**src/rtl/dtg_pkg.sv**
```systemverilog
`timescale 1ns/1ps
package dtg_pkg;
  typedef enum logic [2:0] {
    CMD_NOP = 3'd0,
    CMD_ACT = 3'd1,
    CMD_RD  = 3'd2,
    CMD_WR  = 3'd3,
    CMD_PRE = 3'd4,
    CMD_REF = 3'd5
  } cmd_e;

  typedef enum logic [1:0] {
    ACC_HIT  = 2'd0,
    ACC_MISS = 2'd1,
    ACC_CONF = 2'd2
  } acc_e;
endpackage

```
**src/rtl/dtg_bank.sv**
```systemverilog
`timescale 1ns/1ps
// Per-bank row state and elapsed-cycle counters.
module dtg_bank
  import dtg_pkg::*;
#(
  parameter int ROW_W = 8,
  parameter int T_RCD = 18,
  parameter int T_RAS = 38,
  parameter int T_RP  = 18,
  parameter int T_RC  = 56,
  parameter int T_WTR = 10
) (
  input  logic             clk,
  input  logic             rst,
  input  logic             sel,
  input  cmd_e             kind,
  input  logic [ROW_W-1:0] row,
  input  logic             commit,
  output logic             is_open,
  output logic             ok,
  output logic             ref_ready,
  output logic             fresh,
  output logic             conflict
);
  localparam int M1   = (T_RCD > T_RAS) ? T_RCD : T_RAS;
  localparam int M2   = (T_RP > T_RC) ? T_RP : T_RC;
  localparam int M3   = (M1 > M2) ? M1 : M2;
  localparam int TMAX = (M3 > T_WTR) ? M3 : T_WTR;
  localparam int TW   = $clog2(TMAX + 1);
  localparam logic [TW-1:0] LIM   = TW'(TMAX);
  localparam logic [TW-1:0] C_RCD = TW'(T_RCD);
  localparam logic [TW-1:0] C_RAS = TW'(T_RAS);
  localparam logic [TW-1:0] C_RP  = TW'(T_RP);
  localparam logic [TW-1:0] C_RC  = TW'(T_RC);
  localparam logic [TW-1:0] C_WTR = TW'(T_WTR);
  localparam logic [TW-1:0] ONE   = TW'(1);

  logic [TW-1:0]    since_act, since_pre, since_wr;
  logic [ROW_W-1:0] open_row;
  logic             had_row;

  function automatic logic [TW-1:0] bump(input logic [TW-1:0] v);
    return (v == LIM) ? LIM : v + ONE;
  endfunction

  wire take = commit & sel;
  wire row_match = is_open && (row == open_row);

  always_comb begin
    case (kind)
      CMD_ACT: ok = !is_open && (since_pre >= C_RP) && (since_act >= C_RC);
      CMD_RD:  ok = row_match && (since_act >= C_RCD) && (since_wr >= C_WTR);
      CMD_WR:  ok = row_match && (since_act >= C_RCD);
      CMD_PRE: ok = !is_open || (since_act >= C_RAS);
      default: ok = 1'b1;
    endcase
  end

  assign ref_ready = !is_open && (since_pre >= C_RP);

  always_ff @(posedge clk) begin
    if (rst) begin
      is_open   <= 1'b0;
      open_row  <= '0;
      had_row   <= 1'b0;
      fresh     <= 1'b0;
      conflict  <= 1'b0;
      since_act <= LIM;
      since_pre <= LIM;
      since_wr  <= LIM;
    end else begin
      since_act <= (take && kind == CMD_ACT) ? ONE : bump(since_act);
      since_pre <= (take && kind == CMD_PRE && is_open) ? ONE : bump(since_pre);
      since_wr  <= (take && kind == CMD_WR) ? ONE : bump(since_wr);
      if (take) begin
        case (kind)
          CMD_ACT: begin
            is_open  <= 1'b1;
            open_row <= row;
            had_row  <= 1'b1;
            fresh    <= 1'b1;
            conflict <= had_row && (open_row != row);
          end
          CMD_RD, CMD_WR: fresh <= 1'b0;
          CMD_PRE: is_open <= 1'b0;
          default: ;
        endcase
      end
    end
  end
endmodule

```
**src/rtl/dtg_faw.sv**
```systemverilog
`timescale 1ns/1ps
// Rolling activate window: timestamps of the last N_ACT activates.
module dtg_faw #(
  parameter int N_ACT = 4,
  parameter int T_FAW = 30,
  parameter int TS_W  = 32
) (
  input  logic clk,
  input  logic rst,
  input  logic act_commit,
  output logic faw_ok
);
  localparam logic [TS_W-1:0] WIN = TS_W'(T_FAW);

  logic [TS_W-1:0] now;
  logic [TS_W-1:0] stamp [N_ACT];
  logic [N_ACT-1:0] vld;

  always_ff @(posedge clk) begin
    if (rst) begin
      now <= '0;
      vld <= '0;
    end else begin
      now <= now + TS_W'(1);
      if (act_commit) vld <= {vld[N_ACT-2:0], 1'b1};
    end
  end

  generate
    for (genvar i = 0; i < N_ACT; i++) begin : g_stamp
      always_ff @(posedge clk) begin
        if (rst) stamp[i] <= '0;
        else if (act_commit) stamp[i] <= (i == 0) ? now : stamp[(i == 0) ? 0 : i-1];
      end
    end
  endgenerate

  assign faw_ok = !vld[N_ACT-1] || ((now - stamp[N_ACT-1]) >= WIN);
endmodule

```
**src/rtl/dram_timing_guard.sv**
```systemverilog
`timescale 1ns/1ps
module dram_timing_guard
  import dtg_pkg::*;
#(
  parameter int NUM_BANKS = 8,
  parameter int ROW_W     = 8,
  parameter int T_RCD     = 18,
  parameter int T_RAS     = 38,
  parameter int T_RP      = 18,
  parameter int T_RC      = 56,
  parameter int T_FAW     = 30,
  parameter int T_RFC     = 560,
  parameter int T_WTR     = 10,
  parameter int CL        = 16,
  parameter int CWL       = 14,
  parameter int BW        = $clog2(NUM_BANKS),
  parameter int LAT_W     = $clog2(T_RP + T_RCD + CL + 1)
) (
  input  logic             clk,
  input  logic             rst,
  input  logic [2:0]       cmd_kind,
  input  logic [BW-1:0]    cmd_bank,
  input  logic [ROW_W-1:0] cmd_row,
  input  logic             cmd_issue,
  output logic             cmd_legal,
  output logic             acc_valid,
  output logic [1:0]       acc_class,
  output logic [LAT_W-1:0] acc_lat,
  output logic             rd_due,
  output logic             wr_due,
  output logic             violation
);
  localparam int RFW = $clog2(T_RFC + 1);
  localparam logic [RFW-1:0]   RFC_C    = RFW'(T_RFC);
  localparam logic [LAT_W-1:0] LAT_HIT  = LAT_W'(CL);
  localparam logic [LAT_W-1:0] LAT_MISS = LAT_W'(T_RCD + CL);
  localparam logic [LAT_W-1:0] LAT_CONF = LAT_W'(T_RP + T_RCD + CL);

  cmd_e kind;
  assign kind = cmd_e'(cmd_kind);

  logic [NUM_BANKS-1:0] bank_open, bank_ok, bank_ref_rdy, bank_fresh, bank_conf;
  logic [RFW-1:0]       since_ref;
  logic                 faw_ok, commit, busy;
  logic [CL-1:0]        rd_pipe;
  logic [CWL-1:0]       wr_pipe;

  generate
    for (genvar b = 0; b < NUM_BANKS; b++) begin : g_bank
      dtg_bank #(
        .ROW_W(ROW_W), .T_RCD(T_RCD), .T_RAS(T_RAS),
        .T_RP(T_RP), .T_RC(T_RC), .T_WTR(T_WTR)
      ) u_bank (
        .clk(clk), .rst(rst),
        .sel(cmd_bank == BW'(b)), .kind(kind), .row(cmd_row), .commit(commit),
        .is_open(bank_open[b]), .ok(bank_ok[b]), .ref_ready(bank_ref_rdy[b]),
        .fresh(bank_fresh[b]), .conflict(bank_conf[b])
      );
    end
  endgenerate

  dtg_faw #(.N_ACT(4), .T_FAW(T_FAW), .TS_W(32)) u_faw (
    .clk(clk), .rst(rst),
    .act_commit(commit && kind == CMD_ACT),
    .faw_ok(faw_ok)
  );

  assign busy = since_ref < RFC_C;

  always_comb begin
    case (kind)
      CMD_NOP:                 cmd_legal = 1'b1;
      CMD_ACT:                 cmd_legal = !busy && bank_ok[cmd_bank] && faw_ok;
      CMD_RD, CMD_WR, CMD_PRE: cmd_legal = !busy && bank_ok[cmd_bank];
      CMD_REF:                 cmd_legal = !busy && (&bank_ref_rdy);
      default:                 cmd_legal = 1'b0;
    endcase
  end

  assign commit = cmd_issue && cmd_legal && (kind != CMD_NOP);
  wire col_go = commit && (kind == CMD_RD || kind == CMD_WR);

  always_ff @(posedge clk) begin
    if (rst) begin
      since_ref <= RFC_C;
      violation <= 1'b0;
      acc_valid <= 1'b0;
      acc_class <= ACC_HIT;
      acc_lat   <= '0;
      rd_pipe   <= '0;
      wr_pipe   <= '0;
    end else begin
      if (commit && kind == CMD_REF) since_ref <= RFW'(1);
      else if (busy)                 since_ref <= since_ref + RFW'(1);
      if (cmd_issue && !cmd_legal) violation <= 1'b1;
      acc_valid <= col_go;
      if (col_go) begin
        if (!bank_fresh[cmd_bank]) begin
          acc_class <= ACC_HIT;  acc_lat <= LAT_HIT;
        end else if (bank_conf[cmd_bank]) begin
          acc_class <= ACC_CONF; acc_lat <= LAT_CONF;
        end else begin
          acc_class <= ACC_MISS; acc_lat <= LAT_MISS;
        end
      end
      rd_pipe <= (rd_pipe << 1) | CL'(commit && kind == CMD_RD);
      wr_pipe <= (wr_pipe << 1) | CWL'(commit && kind == CMD_WR);
    end
  end

  assign rd_due = rd_pipe[CL-1];
  assign wr_due = wr_pipe[CWL-1];
endmodule

```
**config.mk**
```make
export PLATFORM = sky130hd
export DESIGN_NAME = dram_timing_guard
export DESIGN_NICKNAME = d
export VERILOG_FILES = /design/src/rtl/dtg_pkg.sv /design/src/rtl/dtg_bank.sv /design/src/rtl/dtg_faw.sv /design/src/rtl/dram_timing_guard.sv
export SDC_FILE = /design/constraint.sdc
export NUM_CORES = 1
export LEC_CHECK = 0
export ABC_AREA = 1
export BUFFER_PORTS_ARGS = -buffer_cell sky130_fd_sc_hd__buf_2
export CAP_MARGIN = 20
export CORE_ASPECT_RATIO = 2
export CORE_UTILIZATION = 62
export CTS_CLUSTER_SIZE = 40
export DETAILED_ROUTE_END_ITERATION = 8
export HOLD_SLACK_MARGIN = 0.1
export PLACE_DENSITY = 0.91
export RECOVER_POWER = 100
export SETUP_SLACK_MARGIN = 0.2
export SYNTH_ARGS = -nofsm -noshare
export SYNTH_HDL_FRONTEND = slang
export SYNTH_SLANG_ARGS = --single-unit
```
**constraint.sdc**
```tcl
create_clock -name clk -period 7.21 [get_ports clk]
set_input_delay 1.0815 -clock clk [delete_from_list [all_inputs] [get_ports clk]]
set_output_delay 1.0815 -clock clk [all_outputs]
set_load 0.005 [all_outputs]
```
# After elaboration in Yosys (flattened, before gate mapping)
# Memory sizes are Yosys's and may differ from the RTL's.
# Index checks and enable logic that the tools add are counted.
dict set report op_classes {
  bitwise_logic 14
  n_eq_ne 52
  n_reduce_logical 170
  n_mux 80
  order_cmp 43
  add_sub_neg 27
}
# op count
set op_table {}
lappend op_table {{6-bit two-way mux} 49}
lappend op_table {{6-bit by 1-bit adder with 6-bit output (second input constant)} 24}
lappend op_table {{6-bit == test (second input constant)} 24}
lappend op_table {{32-bit two-way mux} 4}
lappend op_table {{6-bit by 5-bit >= comparator with 1-bit output (second input constant)} 16}
lappend op_table {{6-bit >= comparator (second input constant)} 16}
lappend op_table {{1-bit logical AND} 91}
lappend op_table {{3-bit OR reduction} 25}
lappend op_table {{8-bit == test} 8}
lappend op_table {{8-bit inequality test} 8}
lappend op_table {{6-bit by 4-bit >= comparator with 1-bit output (second input constant)} 8}
lappend op_table {{2-bit AND reduction} 24}
lappend op_table {{1-bit case mux with 4 select lines} 9}
lappend op_table {{32-bit by 1-bit adder with 32-bit output (second input constant)} 1}
lappend op_table {{32-bit by 5-bit >= comparator with 1-bit output (second input constant)} 1}
lappend op_table {{32-bit subtractor} 1}
lappend op_table {{10-bit two-way mux} 2}
lappend op_table {{3-bit == test (second input constant)} 6}
lappend op_table {{16-bit by 1-bit OR with 16-bit output} 1}
lappend op_table {{14-bit by 1-bit OR with 14-bit output} 1}
lappend op_table {{3-bit by 2-bit == test with 1-bit output (second input constant)} 4}
lappend op_table {{1-bit logical NOT} 11}
lappend op_table {{10-bit by 1-bit adder with 10-bit output (second input constant)} 1}
lappend op_table {{1-bit logical OR} 10}
lappend op_table {{15 further kinds} 41}
dict set report word_totals {
  out_inout_bits 13
  ram_bits 128
  memories 1
  regBits 326
  inputBits 17
}
# name depth width rd rd_ports_with_merged_regs wr line_no
set memory_table {}
lappend memory_table {u_faw.stamp 4 32 4 0 4 dtg_faw.sv:16} ;# logic [TS_W-1:0] stamp [N_ACT];

# Depth between registers and ports, before layout
dict set report logic_depth {
  word_depth 17
  depth_mapped 26
  depth_no_buf 25
}

# By module
# A second synthesis with hierarchy kept.
dict set report unflattened {
  hier_cells 3396
  hier_area_um2 24582.3
}
# module cells_per_inst seq_area_each_um2 area_each_um2 n_inst
set modules_own_cells {}
lappend modules_own_cells {dtg_bank 242 600.6 1689.1 8}
lappend modules_own_cells {dtg_faw 1173 4564.4 9032.4 1}
lappend modules_own_cells {dram_timing_guard 287 920.9 2037.0 1}

# Least setup slack after synthesis
# No wires, ideal clock.
dict set report synth_timing {
  kind {input-to-reg}
  start {input cmd_row[0]}
  end {register u_faw.vld[1]}
  path_buffers 2
  cell_stages 18
  setup_time_ns 0.124
  path_slack_ns 1.516
  arrival_ns 5.570
  path_cell_list {buf_4 -> buf_2 -> nand2_1 -> nand4_1 -> nor3_2 -> nand2_1 -> nand3_1 -> nand3_1 -> nand3_1 -> nand2_1 -> nor2_1 -> nand2_1 -> nand2_2 -> nand3_2 -> nand2_1 -> inv_1 -> nand2_1 -> o21ai_0}
}
dict set report synth_via {
  elab_chain_len 13
  word_cells_on_any_way 48
  cone_classes {8 x eq/ne; 11 x mux; 29 x reduce/logical}
}
# item line_no
set synth_rtl {}
lappend synth_rtl {{start: declaration} dram_timing_guard.sv:23} ;# input logic [ROW_W-1:0] cmd_row,
lappend synth_rtl {{8-bit == test} dtg_bank.sv:47} ;# wire row_match = is_open && (row == open_row);
lappend synth_rtl {{1-bit logical AND} dtg_bank.sv:47}
lappend synth_rtl {{1-bit logical AND} {dtg_bank.sv:52, dtg_bank.sv:53}}
lappend synth_rtl {{1-bit logical AND} dtg_bank.sv:52} ;# CMD_RD: ok = row_match && (since_act >= C_RCD) && (since_wr >= C_WTR);
lappend synth_rtl {{1-bit case mux with 4 select lines} dtg_bank.sv:50} ;# case (kind)
lappend synth_rtl {{1-bit binary-select mux with 3-bit select *} {dram_timing_guard.sv:73, dram_timing_guard.sv:74}}
lappend synth_rtl {{1-bit two-way mux (implied by the code) *} {dram_timing_guard.sv:73, dram_timing_guard.sv:74}}
lappend synth_rtl {{1-bit logical AND *} {dram_timing_guard.sv:73, dram_timing_guard.sv:74}}
lappend synth_rtl {{1-bit logical AND} dram_timing_guard.sv:73} ;# CMD_ACT: cmd_legal = !busy && bank_ok[cmd_bank] && faw_ok;
lappend synth_rtl {{1-bit case mux with 4 select lines *} dram_timing_guard.sv:71} ;# case (kind)
lappend synth_rtl {{1-bit logical AND * (2 in series)} dram_timing_guard.sv:80} ;# assign commit = cmd_issue && cmd_legal && (kind != CMD_NOP);
lappend synth_rtl {{1-bit logical AND *} dram_timing_guard.sv:64} ;# .act_commit(commit && kind == CMD_ACT),
lappend synth_rtl {{end signal: assignment} dtg_faw.sv:25} ;# if (act_commit) vld <= {vld[N_ACT-2:0], 1'b1};
lappend synth_rtl {{end: declaration} dtg_faw.sv:17} ;# logic [N_ACT-1:0] vld;
# Every way passes the cells marked *; elsewhere a longest branch is shown, timed or not. The select of a mux whose other input is x is not followed.
# A chain may end at the register's enable or synchronous reset.

# Final worst setup path
dict set report layout_timing {
  start {input rst}
  end {register g_bank[0].u_bank.since_act[1]}
}
dict set report layout_via {
  elab_chain_len 1
}
# item line_no
set layout_rtl {}
lappend layout_rtl {{start: declaration} dram_timing_guard.sv:20} ;# input logic rst,
lappend layout_rtl {{3-bit OR reduction (no source line)} --}
lappend layout_rtl {{end signal: assignment} dtg_bank.sv:72} ;# since_act <= (take && kind == CMD_ACT) ? ONE : bump(since_act);
lappend layout_rtl {{end: declaration} dtg_bank.sv:38} ;# logic [TW-1:0] since_act, since_pre, since_wr;
# No other way between the ends.

==> impl_metrics.sql <==
INSERT INTO impl_metrics (metric_group, metric, value, unit) VALUES
('status', 'run_status', 'finished with violations', ''),
('status', 'failed_checks', 'capacitance limit, slew limit', ''),
('drt', 'drt_pass1_iterations', '5', ''),
('worst_setup_path', 'critical_path.slowest_cell', 'clkbuf_1', ''),
('yosys', 'synth_seq_cells', '450', ''),
('sta', 'worst-slew-pin-transition', '2910', 'ps'),
('final_layout', 'area_growth_from_synthesis_to_final_layout', '5.74', '%'),
('worst_setup_path', 'critical_path_at', '6330', 'ps'),
('worst_setup_path', 'critical_path_buf_inv_count', '5', ''),
('worst_setup_path', 'critical_path_start', 'rst', ''),
('worst_setup_path', 'timing.critical_path.fanout_max', '83', ''),
('worst_setup_path', 'critPathMaxStageDelay', '1590', 'ps'),
('final_layout', 'mostFrequentLayoutCells', '710 x nand2_1, 599 x inv_1, 554 x nor2_1', ''),
('worst_setup_path', 'worstSetupEndpoint', 'g_bank[0].u_bank.since_act[1]', ''),
('drt', 'via_count', '19746', ''),
('yosys', 'share_of_the_synthesized_area_in_the_top_cell_type', '0.272', ''),
('sta', 'finalClockSkew', '15.1', 'ps'),
('sta', 'timing_hold_violations_final', '0', ''),
('yosys', 'yosys-top-cells-area', 'dfxtp_1 27%, edfxtp_1 16%, nand2_1 11%, inv_1 9.5%, nor2_1 8.8%', ''),
('worst_setup_path', 'timing.critical_path.max_delay_family', 'buffers and inverters', ''),
('sta', 'timing.setup.tns', '0', 'ps'),
('final_layout', 'mostFrequentLayoutCell', 'nand2_1', ''),
('floorplanning', 'floorplan.io_pins', '30', ''),
('worst_setup_path', 'worst-r2r-setup-slack', '1560', 'ps'),
('worst_setup_path', 'number_of_stages_on_the_worst_setup_path', '8', ''),
('clocking', 'h_tree_lvls', '2', ''),
('place', 'placedCellCount', '3620', ''),
('yosys', 'syn_inst', '3216', ''),
('clocking', 'cts_tree', 'done', ''),
('drt', 'route.detailed.wl_per_inst', '14.9', 'um'),
('yosys', 'yosys_warnings', '0', ''),
('yosys', 'yosys.area_share.xor_xnor', '0.0566', ''),
('place', 'gpl.final_weighted_congestion', '0.991', ''),
('final_layout', 'fin_cells', '3689', ''),
('sta', 'maxSlewHeadroom', '-0.942', ''),
('yosys', 'synth_fa_ha_area_frac', '0.0521', ''),
('worst_setup_path', 'setup.worst_path.start_class', 'input port', ''),
('yosys', 'yosysUniqueCellTypes', '52', ''),
('sta', 'grt_setup_unrepaired', 'false', ''),
('yosys', 'synth_sequential_area_ratio', '0.435', ''),
('worst_setup_path', 'end_kind', 'flip-flop', ''),
('yosys', 'synthArstFlopShare', '0', ''),
('yosys', 'netlist_area', '23700', 'sq um'),
('hold_path', 'hp-class', 'reg -> reg', ''),
('drt', 'antenna_violating_nets_post_route', '0', ''),
('yosys', 'syn_area_per_cell', '7.36', 'sq um'),
('sta', 'layout_worst_path_cycle_share', '0.811', ''),
('yosys', 'synth-compound-area-share', '0.0489', ''),
('global_route', 'first_pass_grt_wire_length', '89.8', 'mm'),
('sta', 'final-max-slew-violation-count', '147', ''),
('worst_setup_path', 'critical_path_required', '7690', 'ps'),
('clocking', 'clock_tree.root_cell', 'clkbuf_16', ''),
('pwr', 'leakage', '0.0118', 'uW'),
('run', 'number_of_max_capacitance_violations_reported', '3', ''),
('clocking', 'clock_sink_count', '450', ''),
('drt', 'drt_drc_violations_left', '0', ''),
('drt', 'routed_via_density', '5.35', ''),
('worst_setup_path', 'setup.worst_path.class', 'in -> reg', ''),
('worst_setup_path', 'r2r_end', 'u_faw.stamp[3][17]', ''),
('sta', 'layout_min_cycle_time', '5850', 'ps'),
('global_route', 'track_usage', '0.288', ''),
('floorplanning', 'floorplan.core_area', '37400', 'sq um'),
('yosys', 'most_used_dff_post_synth', 'dfxtp_1', ''),
('sta', 'setup_violations', '0', ''),
('drt', 'wirelength', '55.1', 'mm'),
('pwr', 'worst_ir_drop_vdd', '212', 'uV'),
('yosys', 'synth-simple-area-share', '0.287', ''),
('floorplanning', 'std_cell_rows', '100', ''),
('yosys', 'count_of_flip_flops_with_a_built_in_enable_after_synthesis', '128', ''),
('clocking', 'clock_transition_at_path_regs', '70', 'ps'),
('yosys', 'synth.largest_area_cell', 'dfxtp_1', '');
==> worst min path at each step <==
stage / startpoint / end / slack (ps) / depth (start not counted)
floorplan: rd_pipe[9] / rd_pipe[10] / 390 / 2
global placement: wr_pipe[5] / wr_pipe[6] / 390 / 2
detailed placement: wr_pipe[2] / wr_pipe[3] / 390 / 2
CTS: wr_pipe[2] / wr_pipe[3] / 400 / 2
global route: rd_pipe[1] / rd_pipe[2] / 410 / 2
finish: wr_pipe[6] / wr_pipe[7] / 400 / 2
==> flip-flops by register name (all words and copies together) (netlist names), 14 cells and up <==
register                 count
g_bank.u_bank.since_pre     48
u_faw.stamp                128
u_faw.now                   32
g_bank.u_bank.since_act     48
wr_pipe                     14
g_bank.u_bank.open_row      64
rd_pipe                     16
g_bank.u_bank.since_wr      48
==> cell families after synthesis <==
| logic type | Yosys count |
|---|---|
| buffers and inverters | 693 |
| flip-flops | 450 |
| adder cells (fa/ha/maj) | 98 |
| XOR/XNOR | 153 |
| AND/OR/NAND/NOR | 1611 |
| other | 1 |
| AO/OA/AOI/OAI | 210 |
==> final cells by class <==
| type | instances | area (sq um) |
|---|---|---|
| clock buffer | 58 | 1150 |
| inverter | 601 | 2260 |
| timing repair buffer | 36 | 188 |
| sequential | 450 | 10300 |
| multi-input combinational | 2074 | 10400 |
| tap | 459 | 574 |
| clock inverter | 11 | 120 |
| fill | 2851 | 12400 |
==> worst min-delay path, delay by kind of cell (launching register included) <==
family	cells	cell delay, ps
DFF	1	290
and+or+nand+nor	1	30
buffers and inverters	1	40
==> per-stage QoR <==
stage	util	instance area, sq um	total power (uW)	hold WS, ps	worst slack [ps]
floorplan	-	23700	2910	388	1520
global route	0.669	25000	5180	411	1000
finish	0.669	25000	5030	401	1360
global placement	0.639	23900	2960	389	2020
detailed placement	0.639	23900	2970	392	1960
CTS	0.673	25200	5050	403	2210
==> synth_stat cells (2+ instances only) <==
cell type / count
or2_2: 4
a221oi_1: 2
nand2_2: 8
o21bai_1: 16
nand4_4: 7
o21a_1: 5
clkinv_1: 2
nor2_1: 554
ha_1: 97
o21ai_1: 2
a21o_1: 2
o22ai_1: 6
nor2_2: 10
edfxtp_1: 128
xnor2_1: 88
inv_1: 597
dfxtp_1: 322
nand3b_1: 8
inv_2: 2
a41oi_1: 2
clkbuf_1: 25
buf_1: 7
a21oi_1: 107
nand4_1: 61
buf_6: 12
nand3_1: 179
nand2_1: 707
o31ai_1: 3
xor2_1: 65
o21ai_0: 58
buf_2: 20
nand3_2: 3
nor4_1: 15
nor3_2: 2
nor3_1: 42
buf_4: 26
nor3b_1: 7
==> report_power, final <==
group | internal, uW | total (uW) | switching [uW]
combinational | 67.7 | 262 | 195
clock | 1180 | 2120 | 936
sequential | 2630 | 2650 | 15.0
total | 3880 | 5030 | 1150
==> layer usage <==
| layer | track usage | wire, um | vias to the layer above |
|---|---|---|---|
| met4 | 0.227 | 4330 | 0 |
| met5 | 0 | 0 | - |
| met1 | 0.264 | 18700 | 9069 |
| met2 | 0.556 | 29600 | 587 |
| li1 | - | - | 9845 |
| met3 | 0.0391 | 2450 | 245 |
(Power assumes the default switching activity.)
